--- src/rtl/devctl_pkg.sv ---
package devctl_pkg;

  localparam int unsigned NUM_WORDS = 5;

  typedef enum logic [2:0] {
    W_IRQ = 3'd0,
    W_TMR = 3'd1,
    W_AUX = 3'd2,
    W_ID  = 3'd3,
    W_IO  = 3'd4
  } word_e;

  typedef struct packed {
    logic [7:0] tmsb;
    logic [7:0] tlsb;
    logic [7:0] tctl;
    logic [7:0] x8;
  } ctl_state_t;

endpackage

--- src/rtl/devctl_decode.sv ---
module devctl_decode #(
  parameter int unsigned          WADDR_W   = 10,
  parameter int unsigned          NWORDS    = 5,
  parameter logic [WADDR_W-1:0]   BASE_WORD = 10'h020
) (
  input  logic [WADDR_W-1:0] word,
  output logic [NWORDS-1:0]  sel,
  output logic               hit
);

  for (genvar k = 0; k < NWORDS; k++) begin : g_sel
    assign sel[k] = (word == (BASE_WORD + WADDR_W'(k)));
  end

  assign hit = |sel;

endmodule

--- src/rtl/devctl_store.sv ---
module devctl_store
  import devctl_pkg::*;
#(
  parameter int unsigned NUM_CH = 4
) (
  input  logic              clk,
  input  logic              rst_n,
  input  logic              wr_tmr,
  input  logic              wr_aux,
  input  logic [3:0]        be,
  input  logic [31:0]       wdata,
  output ctl_state_t        st,
  output logic [NUM_CH-1:0] sleep
);

  ctl_state_t        st_q, st_d;
  logic [NUM_CH-1:0] sleep_q, sleep_d;
  logic              upd;
  logic              unused_bits;

  assign unused_bits = be[1] ^ (^wdata[15:8]);
  assign upd = wr_tmr | wr_aux;

  always_comb begin
    st_d    = st_q;
    sleep_d = sleep_q;
    if (wr_tmr) begin
      if (be[0]) st_d.tctl = wdata[7:0];
      if (be[2]) st_d.tlsb = wdata[23:16];
      if (be[3]) st_d.tmsb = wdata[31:24];
    end
    if (wr_aux) begin
      if (be[0]) st_d.x8  = wdata[7:0];
      if (be[3]) sleep_d  = wdata[24 +: NUM_CH];
    end
  end

  always_ff @(posedge clk or negedge rst_n) begin
    if (!rst_n) begin
      st_q    <= '0;
      sleep_q <= '0;
    end else if (upd) begin
      st_q    <= st_d;
      sleep_q <= sleep_d;
    end
  end

  assign st    = st_q;
  assign sleep = sleep_q;


  sleep_hold_chk: assert property (@(posedge clk) disable iff (!rst_n)
    !$past(wr_aux && be[3]) |-> $stable(sleep_q));


  tmr_lane_chk: assert property (@(posedge clk) disable iff (!rst_n)
    !$past(wr_tmr && be[2]) |-> $stable(st_q.tlsb));

endmodule

--- src/rtl/devctl_pulse.sv ---
module devctl_pulse #(
  parameter int unsigned NUM_CH = 4
) (
  input  logic              clk,
  input  logic              rst_n,
  input  logic              fire,
  input  logic [NUM_CH-1:0] bits,
  output logic [NUM_CH-1:0] pulse
);

  logic [NUM_CH-1:0] pulse_q, pulse_d;

  always_comb begin
    pulse_d = '0;
    if (fire) pulse_d = bits;
  end

  always_ff @(posedge clk or negedge rst_n) begin
    if (!rst_n) pulse_q <= '0;
    else        pulse_q <= pulse_d;
  end

  assign pulse = pulse_q;


  pulse_src_chk: assert property (@(posedge clk) disable iff (!rst_n)
    (|pulse_q) |-> $past(fire));

endmodule

--- src/rtl/devctl_irq.sv ---
module devctl_irq #(
  parameter int unsigned NUM_CH = 4
) (
  input  logic              clk,
  input  logic              rst_n,
  input  logic [NUM_CH-1:0] chan_irq,
  input  logic              io_irq,
  output logic [7:0]        status,
  output logic              irq_out
);

  logic any_d, any_q;

  assign status = 8'(chan_irq);
  assign any_d  = (|chan_irq) | io_irq;

  always_ff @(posedge clk or negedge rst_n) begin
    if (!rst_n) any_q <= 1'b0;
    else        any_q <= any_d;
  end

  assign irq_out = any_q;


  irq_follow_chk: assert property (@(posedge clk) disable iff (!rst_n)
    $past(rst_n) |-> (irq_out == ($past(|chan_irq) || $past(io_irq))));

endmodule

--- src/rtl/devctl_regs.sv ---
module devctl_regs
  import devctl_pkg::*;
#(
  parameter int unsigned        NUM_CH    = 4,
  parameter int unsigned        WADDR_W   = 10,
  parameter logic [WADDR_W-1:0] BASE_WORD = 10'h020,
  parameter logic [7:0]         REV_ID    = 8'h02,
  parameter logic [7:0]         DEV_ID    = 8'h24
) (
  input  logic               clk,
  input  logic               rst_n,
  input  logic               req_valid,
  input  logic               req_write,
  input  logic [WADDR_W-1:0] req_word,
  input  logic [3:0]         req_be,
  input  logic [31:0]        req_wdata,
  output logic               rd_valid,
  output logic [31:0]        rd_data,
  input  logic [NUM_CH-1:0]  chan_irq,
  input  logic               io_irq,
  output logic               irq_out,
  output logic [NUM_CH-1:0]  chan_reset,
  output logic [NUM_CH-1:0]  chan_sleep,
  output logic [7:0]         mode8x,
  output logic [7:0]         timer_ctrl,
  output logic [15:0]        timer_preload
);

  localparam int unsigned NW = NUM_WORDS;

  logic [1:0]        rsync_q;
  logic              rst_core_n;
  logic [NW-1:0]     sel;
  logic              hit;
  logic              wr_en, rd_fire;
  ctl_state_t        st;
  logic [NUM_CH-1:0] sleep_q;
  logic [7:0]        irq_status;
  logic [31:0]       rd_d, rd_q;
  logic              rv_q;

  always_ff @(posedge clk or negedge rst_n) begin
    if (!rst_n) rsync_q <= 2'b00;
    else        rsync_q <= {rsync_q[0], 1'b1};
  end
  assign rst_core_n = rsync_q[1];

  assign wr_en   = req_valid & req_write;
  assign rd_fire = req_valid & ~req_write;

  devctl_decode #(
    .WADDR_W  (WADDR_W),
    .NWORDS   (NW),
    .BASE_WORD(BASE_WORD)
  ) u_decode (
    .word(req_word),
    .sel (sel),
    .hit (hit)
  );

  devctl_store #(.NUM_CH(NUM_CH)) u_store (
    .clk   (clk),
    .rst_n (rst_core_n),
    .wr_tmr(wr_en & sel[W_TMR]),
    .wr_aux(wr_en & sel[W_AUX]),
    .be    (req_be),
    .wdata (req_wdata),
    .st    (st),
    .sleep (sleep_q)
  );

  devctl_pulse #(.NUM_CH(NUM_CH)) u_pulse (
    .clk  (clk),
    .rst_n(rst_core_n),
    .fire (wr_en & sel[W_AUX] & req_be[2]),
    .bits (req_wdata[16 +: NUM_CH]),
    .pulse(chan_reset)
  );

  devctl_irq #(.NUM_CH(NUM_CH)) u_irq (
    .clk     (clk),
    .rst_n   (rst_core_n),
    .chan_irq(chan_irq),
    .io_irq  (io_irq),
    .status  (irq_status),
    .irq_out (irq_out)
  );

  always_comb begin
    rd_d = '0;
    if (sel[W_IRQ]) rd_d = {24'h0, irq_status};
    if (sel[W_TMR]) rd_d = {st.tmsb, st.tlsb, 8'h00, st.tctl};
    if (sel[W_AUX]) rd_d = {8'(sleep_q), 16'h0000, st.x8};
    if (sel[W_ID])  rd_d = {16'h0000, DEV_ID, REV_ID};
  end

  always_ff @(posedge clk or negedge rst_core_n) begin
    if (!rst_core_n) rv_q <= 1'b0;
    else             rv_q <= rd_fire;
  end

  always_ff @(posedge clk or negedge rst_core_n) begin
    if (!rst_core_n)  rd_q <= '0;
    else if (rd_fire) rd_q <= rd_d;
  end

  assign rd_valid      = rv_q;
  assign rd_data       = rd_q;
  assign chan_sleep    = sleep_q;
  assign mode8x        = st.x8;
  assign timer_ctrl    = st.tctl;
  assign timer_preload = {st.tmsb, st.tlsb};


  rd_valid_src_chk: assert property (@(posedge clk) disable iff (!rst_core_n)
    rd_valid |-> $past(req_valid && !req_write));


  miss_zero_chk: assert property (@(posedge clk) disable iff (!rst_core_n)
    (rd_valid && $past(!hit)) |-> (rd_data == 32'h0));


  id_word_chk: assert property (@(posedge clk) disable iff (!rst_core_n)
    (rd_valid && $past(sel[W_ID])) |-> (rd_data == {16'h0000, DEV_ID, REV_ID}));


  irq_word_upper_chk: assert property (@(posedge clk) disable iff (!rst_core_n)
    (rd_valid && $past(sel[W_IRQ])) |-> (rd_data[31:8] == 24'h0));


  rst_byte_zero_chk: assert property (@(posedge clk) disable iff (!rst_core_n)
    (rd_valid && $past(sel[W_AUX])) |-> (rd_data[23:8] == 16'h0));

endmodule

--- config.mk ---
export PLATFORM = sky130hd
export DESIGN_NAME = devctl_regs
export DESIGN_NICKNAME = d
export VERILOG_FILES = /design/src/rtl/devctl_pkg.sv /design/src/rtl/devctl_decode.sv /design/src/rtl/devctl_store.sv /design/src/rtl/devctl_pulse.sv /design/src/rtl/devctl_irq.sv /design/src/rtl/devctl_regs.sv
export SDC_FILE = /design/constraint.sdc
export NUM_CORES = 1
export LEC_CHECK = 0
export ABC_AREA = 1
export BUFFER_PORTS_ARGS = -buffer_cell sky130_fd_sc_hd__buf_2
export CAP_MARGIN = 20
export CORE_MARGIN = 5
export CORE_UTILIZATION = 34
export CTS_CLUSTER_DIAMETER = 40
export DETAILED_ROUTE_END_ITERATION = 8
export GPL_ROUTABILITY_DRIVEN = 0
export GPL_TIMING_DRIVEN = 0
export SLEW_MARGIN = 20
export SYNTH_ARGS = -nofsm -noshare
export SYNTH_HDL_FRONTEND = slang
export SYNTH_SLANG_ARGS = --single-unit
--- constraint.sdc ---
create_clock -name clk -period 2.2 [get_ports clk]
set_input_delay 0.33 -clock clk [delete_from_list [all_inputs] [get_ports clk]]
set_output_delay 0.33 -clock clk [all_outputs]
set_load 0.02 [all_outputs]
==> run summary, run 1 <==
R2R Setup Slk: 1.38 ns
Vias in the first global route: 2817
Clock-pin slew on the worst setup and hold paths: 0.08 ns
Share of cells above drive strength 1: 33.7%
Row cnt: 35
Total congestion overflow: 0
Die width: 107 µm
Antenna viol nets, final: 0
Final setup fails: 0
GRT Util Overall: 15.3%
Max Cap Violations: 0
Syn avg cell area: 8.68 µm²
Core region area: 9200 µm²
Worst reg2reg path depth: 4
Root buffer cell: clkbuf_8
# resized after CTS: 0
Num Clock Sinks: 69
Hold Violations, Final: 0
Power Density: 609 nW/µm²
Met3 wire length: 526 µm
Deepest clock path buffer count: 2
Area leader, netlist: dfrtp_1
Area Growth Syn to Fin: 29.7%
VDD IR max: 0.000223 V
FF-to-FF End: rd_data[6]
First-pass DRT Iterations: 4
Initial DRC Count: 93
Worst setup path start: req_word[9]
Min Tclk post-route: 1.49 ns
Max layer used: met4
Tot Pwr: 2520 µW
CTS tree: done
CP endpoint kind: flip-flop
Netlist Area Pre-Place: 3190 µm²
H-tree levels: 3
Max_slew headroom: 57.8%
Reg2Reg Launch Point: u_store.st[14]
Seq cells post-synth: 69
Full die area: 11400 µm²
Worst setup path endpoint: u_store.st[5]
Worst-path fanout max: 10
Final Cycle Share: 67.5%
CP required: 2.42 ns
Clock Skews: 0.0109 ns
Register area share after synthesis: 54.2%
Worst Setup Start Kind: input port
Die Ht: 107 µm
Largest net degree at the start of global routing: 42
Initial core utilization: 34.6%
Layout Nets: 551
WP data arrival: 1.71 ns
Hold Crit Class: in2reg
Top cell type's share of synthesized area: 54.2%
Final WL: 8.57 mm
WL met2: 3.98 mm
Max Fclk: 0.673 GHz
Cells after Synth: 367
Synth cell types: 27
Total of warnings raised by yosys: 0
Worst Hold Slack: 0.184 ns
Post-DR vias/cell: 4.55
Pins Over Slew Limit: 0
RSZ-0062 raised after global routing: false
Vias: 2785
Tightest Pin Transition: 0.630 ns
First-pass GRT wire length: 13.7 mm
Boundary pin count: 129
Port buffer count: 111
Ranking of synthesized cells by area: dfrtp_1 54%, nand2_1 12%, inv_1 6.0%
CTS Buf Count: 9
Crit path kind: in2reg
Wl on met1: 3.92 mm
Clock Latency Late Sink: 0.34 ns
Initial antenna violation count: 0
Commonest non-fill, non-tap cell in the layout: buf_2
DP Wirelength: 6.67 mm
N_diodes: 0
Post-DR wirelength/cell: 14.0 µm
Leak: 0.00232 µW
DRC Markers: 0
Status: completed
Most frequent cells in the layout: 113 x buf_2, 104 x nand2_1, 68 x dfrtp_1
[stage by stage]
step                      instance area, µm²  TNS, ns  std cells  setup slack [ns]  util [%]
after floorplan                         3200        0        372             0.136         -
after global placement                  3900   -42.30        594            -0.637      42.4
after detailed placement                3920        0        595             0.341      42.7
after CTS                               4130        0        612             0.690      44.9
after global routing                    4130        0        612             0.550      44.9
final                                   4130        0        612             0.714      44.9
[worst min-delay path by stage]
stage	start	to	slack, ns	cells past startpoint
after floorplan	rst_n	rsync_q[0]	0.03	0
after global placement	rst_n	rsync_q[0]	0.11	1
after detailed placement	rst_n	rsync_q[0]	0.12	1
after CTS	io_irq	u_irq.irq_out	0.17	3
after global routing	io_irq	u_irq.irq_out	0.16	3
final	io_irq	u_irq.irq_out	0.18	3
[worst max-delay path, stage by stage]
cell and delay, ns:
buf_2 0.11, nor2_2 0.13, buf_2 0.26, nand4_2 0.31, nor2_4 0.25, nand2_2 0.16, nand2_1 0.10, nand2_1 0.05
[kinds of logic (layout without fill, tap and decap cells)]
kind of cell,Yosys count,after routing,synth area share [%]
AND/OR/NAND/NOR,176,176,25.7
buffers and inverters,73,202,10.6
other,2,7,0.236
AO/OA/AOI/OAI,47,47,9.27
flip-flops,69,69,54.2
[synthesized netlist by cell type (all sizes together)]
master  instances
nand4          10
nor2           29
o31ai          12
nand3          17
buf            15
clkbuf          5
clkinv          1
inv            52
dfrtp          69
o211ai          3
nand2         113
o21ai          32
nor3            7
conb            2
[flip-flops by register name (all words and copies together), names as in the netlist]
name / count
rd_data: 25
rd_valid: 1
rsync_q: 2
u_irq.irq_out: 1
u_pulse.pulse: 4
u_store.sleep: 4
u_store.st: 32
[power breakdown]
part	leakage (µW)	internal, µW	switching, µW
registers	0.000824	1280	17.2
clock network	0.000104	529	494
logic	0.00139	68.5	127
[layer usage]
metal	up-vias	track usage, %
met5	-	0
met4	0	5.39
met3	16	3.37
met2	94	24.8
met1	1272	20.1
li1	1403	-
[area by class of cell]
class | instances | area, µm²
plain buffers | 20 | 138
clock buffers | 9 | 124
clock inverters | 7 | 75.1
fillers | 917 | 5060
inverters | 53 | 199
multi-input cells | 230 | 1140
flip-flops and latches | 69 | 1730
well taps | 111 | 139
repair buffers | 113 | 586
[timing repair]
item / CTS / global route
buffers inserted: 0 / 0
hold endpoints to repair: 2 / 0
setup endpoints to repair: 0 / 0
hold buffers: 1 / 0
Power figures use the tool's default switching activity.
==> run 2: changes to the inputs <==
==> constraint.sdc (replaced) <==
create_clock -name clk -period 1.53 [get_ports clk]
set_input_delay 0.2295 -clock clk [delete_from_list [all_inputs] [get_ports clk]]
set_output_delay 0.2295 -clock clk [all_outputs]
set_load 0.02 [all_outputs]
==> run 2 against run 1 <==
  * Power is 39% higher
  * Non-clock buffer count stayed put
  * Flip-flop and latch count stayed put
  * Critical path depth stayed put
  * Die area stayed put
  * Global-route usage is 0.25 points higher
  * Clock-buffer cell count is 3 higher
  * Final cell count stayed put
  * Largest power group unchanged
==> run summary, run 2 (synthesis gave the netlist of run 1 again) <==
Crit path buf inv count: 2 (unchanged)
Worst setup path start: req_word[3]
Max FFs per register: 32 (unchanged)
Initial antenna violation count: 0 (unchanged)
Post-DR wirelength/cell: 14.2 µm (+1.5%)
Die Ht: 107 µm (unchanged)
Hold path cells: 3 (unchanged)
Crit-path max cell delay: 0.31 ns (about the same)
Clock Latency Late Sink: 0.33 ns (about the same)
Clock-pin slew on the worst setup and hold paths: 0.07 ns (about the same)
Vias: 2827 (+1.5%)
Max Fclk: 0.718 GHz
Die width: 107 µm (unchanged)
VDD IR max: 0.000464 V (+110%)
DP Wirelength: 6.62 mm (-0.71%)
First-pass DRT Iterations: 4 (unchanged)
Commonest non-fill, non-tap cell in the layout: buf_2
Reg2Reg Launch Point: rsync_q[1]
Hold Violations, Final: 0 (unchanged)
Hold Path Origin: io_irq
CP max-delay cell: nor3_4
H-tree levels: 3 (unchanged)
N_diodes: 0 (unchanged)
CP endpoint kind: flip-flop
Sw Pwr: 894 µW (+40%)
Sequential Area: 1730 µm² (unchanged)
CP required: 1.73 ns (-0.69 ns)
Largest net degree at the start of global routing: 37 (-12%)
Crit path kind: in2reg
DRC Markers: 0 (unchanged)
CTS Buf Count: 9 (unchanged)
Cell Chain, Critical Path: buf_2 > nor2_2 > nand2_2 > nor2_8 > nand2_4 > nor3_4 > buf_6 > o21ai_0
Min Tclk post-route: 1.39 ns
R2R Setup Slk: 0.72 ns (-0.66 ns)
Share of cells above drive strength 1: 33.5% (-0.20 points)
Tightest Pin Transition: 0.606 ns (-0.0236 ns)
Non-Filler Instances: 612 (unchanged)
Vias in the first global route: 2881 (+2.3%)
Total congestion overflow: 0 (unchanged)
Power share of the clock group: 38.7% (-2.0 points)
Clock Skews: 0.00559 ns (-0.00532 ns)
Antenna viol nets, final: 0 (unchanged)
First-pass GRT wire length: 13.9 mm (+1.6%)
Boundary pin count: 129 (unchanged)
Filler cells: 911 (-0.65%)
Layout Nets: 551 (unchanged)
Worst Setup Start Kind: input port
Root buffer cell: clkbuf_8
Status: completed
Leak: 0.00231 µW (-0.38%)
Post-DR vias/cell: 4.62 (+1.5%)
Num Clock Sinks: 69 (unchanged)
Worst-path fanout max: 10 (unchanged)
GRT Util Overall: 15.5% (+0.25 points)
Core region area: 9200 µm² (unchanged)
WP data arrival: 1.60 ns (-0.11 ns)
CTS tree: done
DP Worst Slack: -0.266 ns (-0.607 ns)
FF-to-FF End: u_store.st[0]
Multi-input logic area: 1150 µm² (+0.77%)
Deepest clock path buffer count: 2 (unchanged)
Max Cap Violations: 0 (unchanged)
Flop pwr share: 53.3% (+1.7 points)
Hold Crit Class: in2reg
Comb pwr share: 8.0% (+0.2 points)
Total internal power: 2610 µW (+39%)
Port buffer count: 111 (unchanged)
Worst reg2reg path depth: 1 (-3)
Placed instance count: 595 (unchanged)
Final WL: 8.70 mm (+1.5%)
RSZ-0062 raised after global routing: false
Row cnt: 35 (unchanged)
Hold path endpoint: u_irq.irq_out
Final setup fails: 0 (unchanged)
Pins Over Slew Limit: 0 (unchanged)
Power Density: 851 nW/µm² (+40%)
PnR worst setup slack: 0.138 ns (-0.576 ns)
Delay-heaviest family, CP: simple AND/OR/NAND/NOR gates
Initial DRC Count: 141 (+52%)
Initial core utilization: 34.6% (unchanged)
Max_slew headroom: 59.4% (+1.6 points)
Final Cycle Share: 91.0%
Switching part of the total: 25.5% (+0.16 points)
Most frequent cells in the layout: 113 x buf_2, 104 x nand2_1, 68 x dfrtp_1
Area Growth Syn to Fin: 29.3%
Full die area: 11400 µm² (unchanged)
-- run 2: worst max path at each step --
stage                                end  slack (ns)  depth (start not counted)
after detailed placement   u_store.st[5]       -0.27                          8
after global routing      u_store.st[26]        0.03                          8
after floorplan           u_store.st[18]        0.22                          7
after global placement     u_store.st[3]       -0.21                          8
final                     u_store.st[12]        0.14                          8
after CTS                  u_store.st[5]        0.08                          8
-- run 2: power groups by stage --
| stage | Clock, µW | Combinational (µW) | Sequential (µW) |
|---|---|---|---|
| 3_5_place_dp | 0 | 278 | 1910 |
| 5_1_grt | 1470 | 312 | 1870 |
| 3_3_place_gp | 0 | 251 | 1920 |
| 6_report | 1360 | 280 | 1870 |
| 4_1_cts | 1390 | 281 | 1870 |
| 2_1_floorplan | 0 | 116 | 1930 |
-- run 2: repair_timing --
item | CTS | global route
setup endpoints to repair | 0 | 1
hold endpoints to repair | 2 | 0
gates resized for setup | 0 | 1
buffers inserted | 0 | 0
hold buffers | 1 | 0
-- run 2: layer usage --
layer / routed length, µm / part of all wire [%] / vias to the layer above / GRT usage, %
met2: 4190 / 48 / 94 / 25.6
met3: 523 / 6.0 / 12 / 3.25
met4: 114 / 1.3 / 0 / 5.48
met5: 0 / 0 / - / 0
met1: 3870 / 45 / 1324 / 20.3
li1: - / - / 1397 / -
-- run 2: final cells by class --
type	count	area share (%)
Buffer	20	3.34
Timing Repair Buffer	113	14.2
Clock buffer	12	3.77
Sequential cell	69	42.0
Inverter	53	4.83
Multi-Input combinational cell	230	27.9
Clock inverter	4	0.547
Tap cell	111	3.37
-- run 2: through the flow --
stage | utilization, % | total power, µW | hold WS (ns) | setup TNS [ns] | cell area, µm²
2_1_floorplan | - | 2050 | -0.0661 | 0 | 3210
3_3_place_gp | 42.4 | 2170 | 0.0146 | -10.57 | 3900
3_5_place_dp | 42.7 | 2180 | 0.0165 | -7.02 | 3920
4_1_cts | 44.7 | 3540 | 0.0617 | 0 | 4110
5_1_grt | 44.8 | 3650 | 0.0756 | 0 | 4120
6_report | 44.8 | 3500 | 0.0751 | 0 | 4120
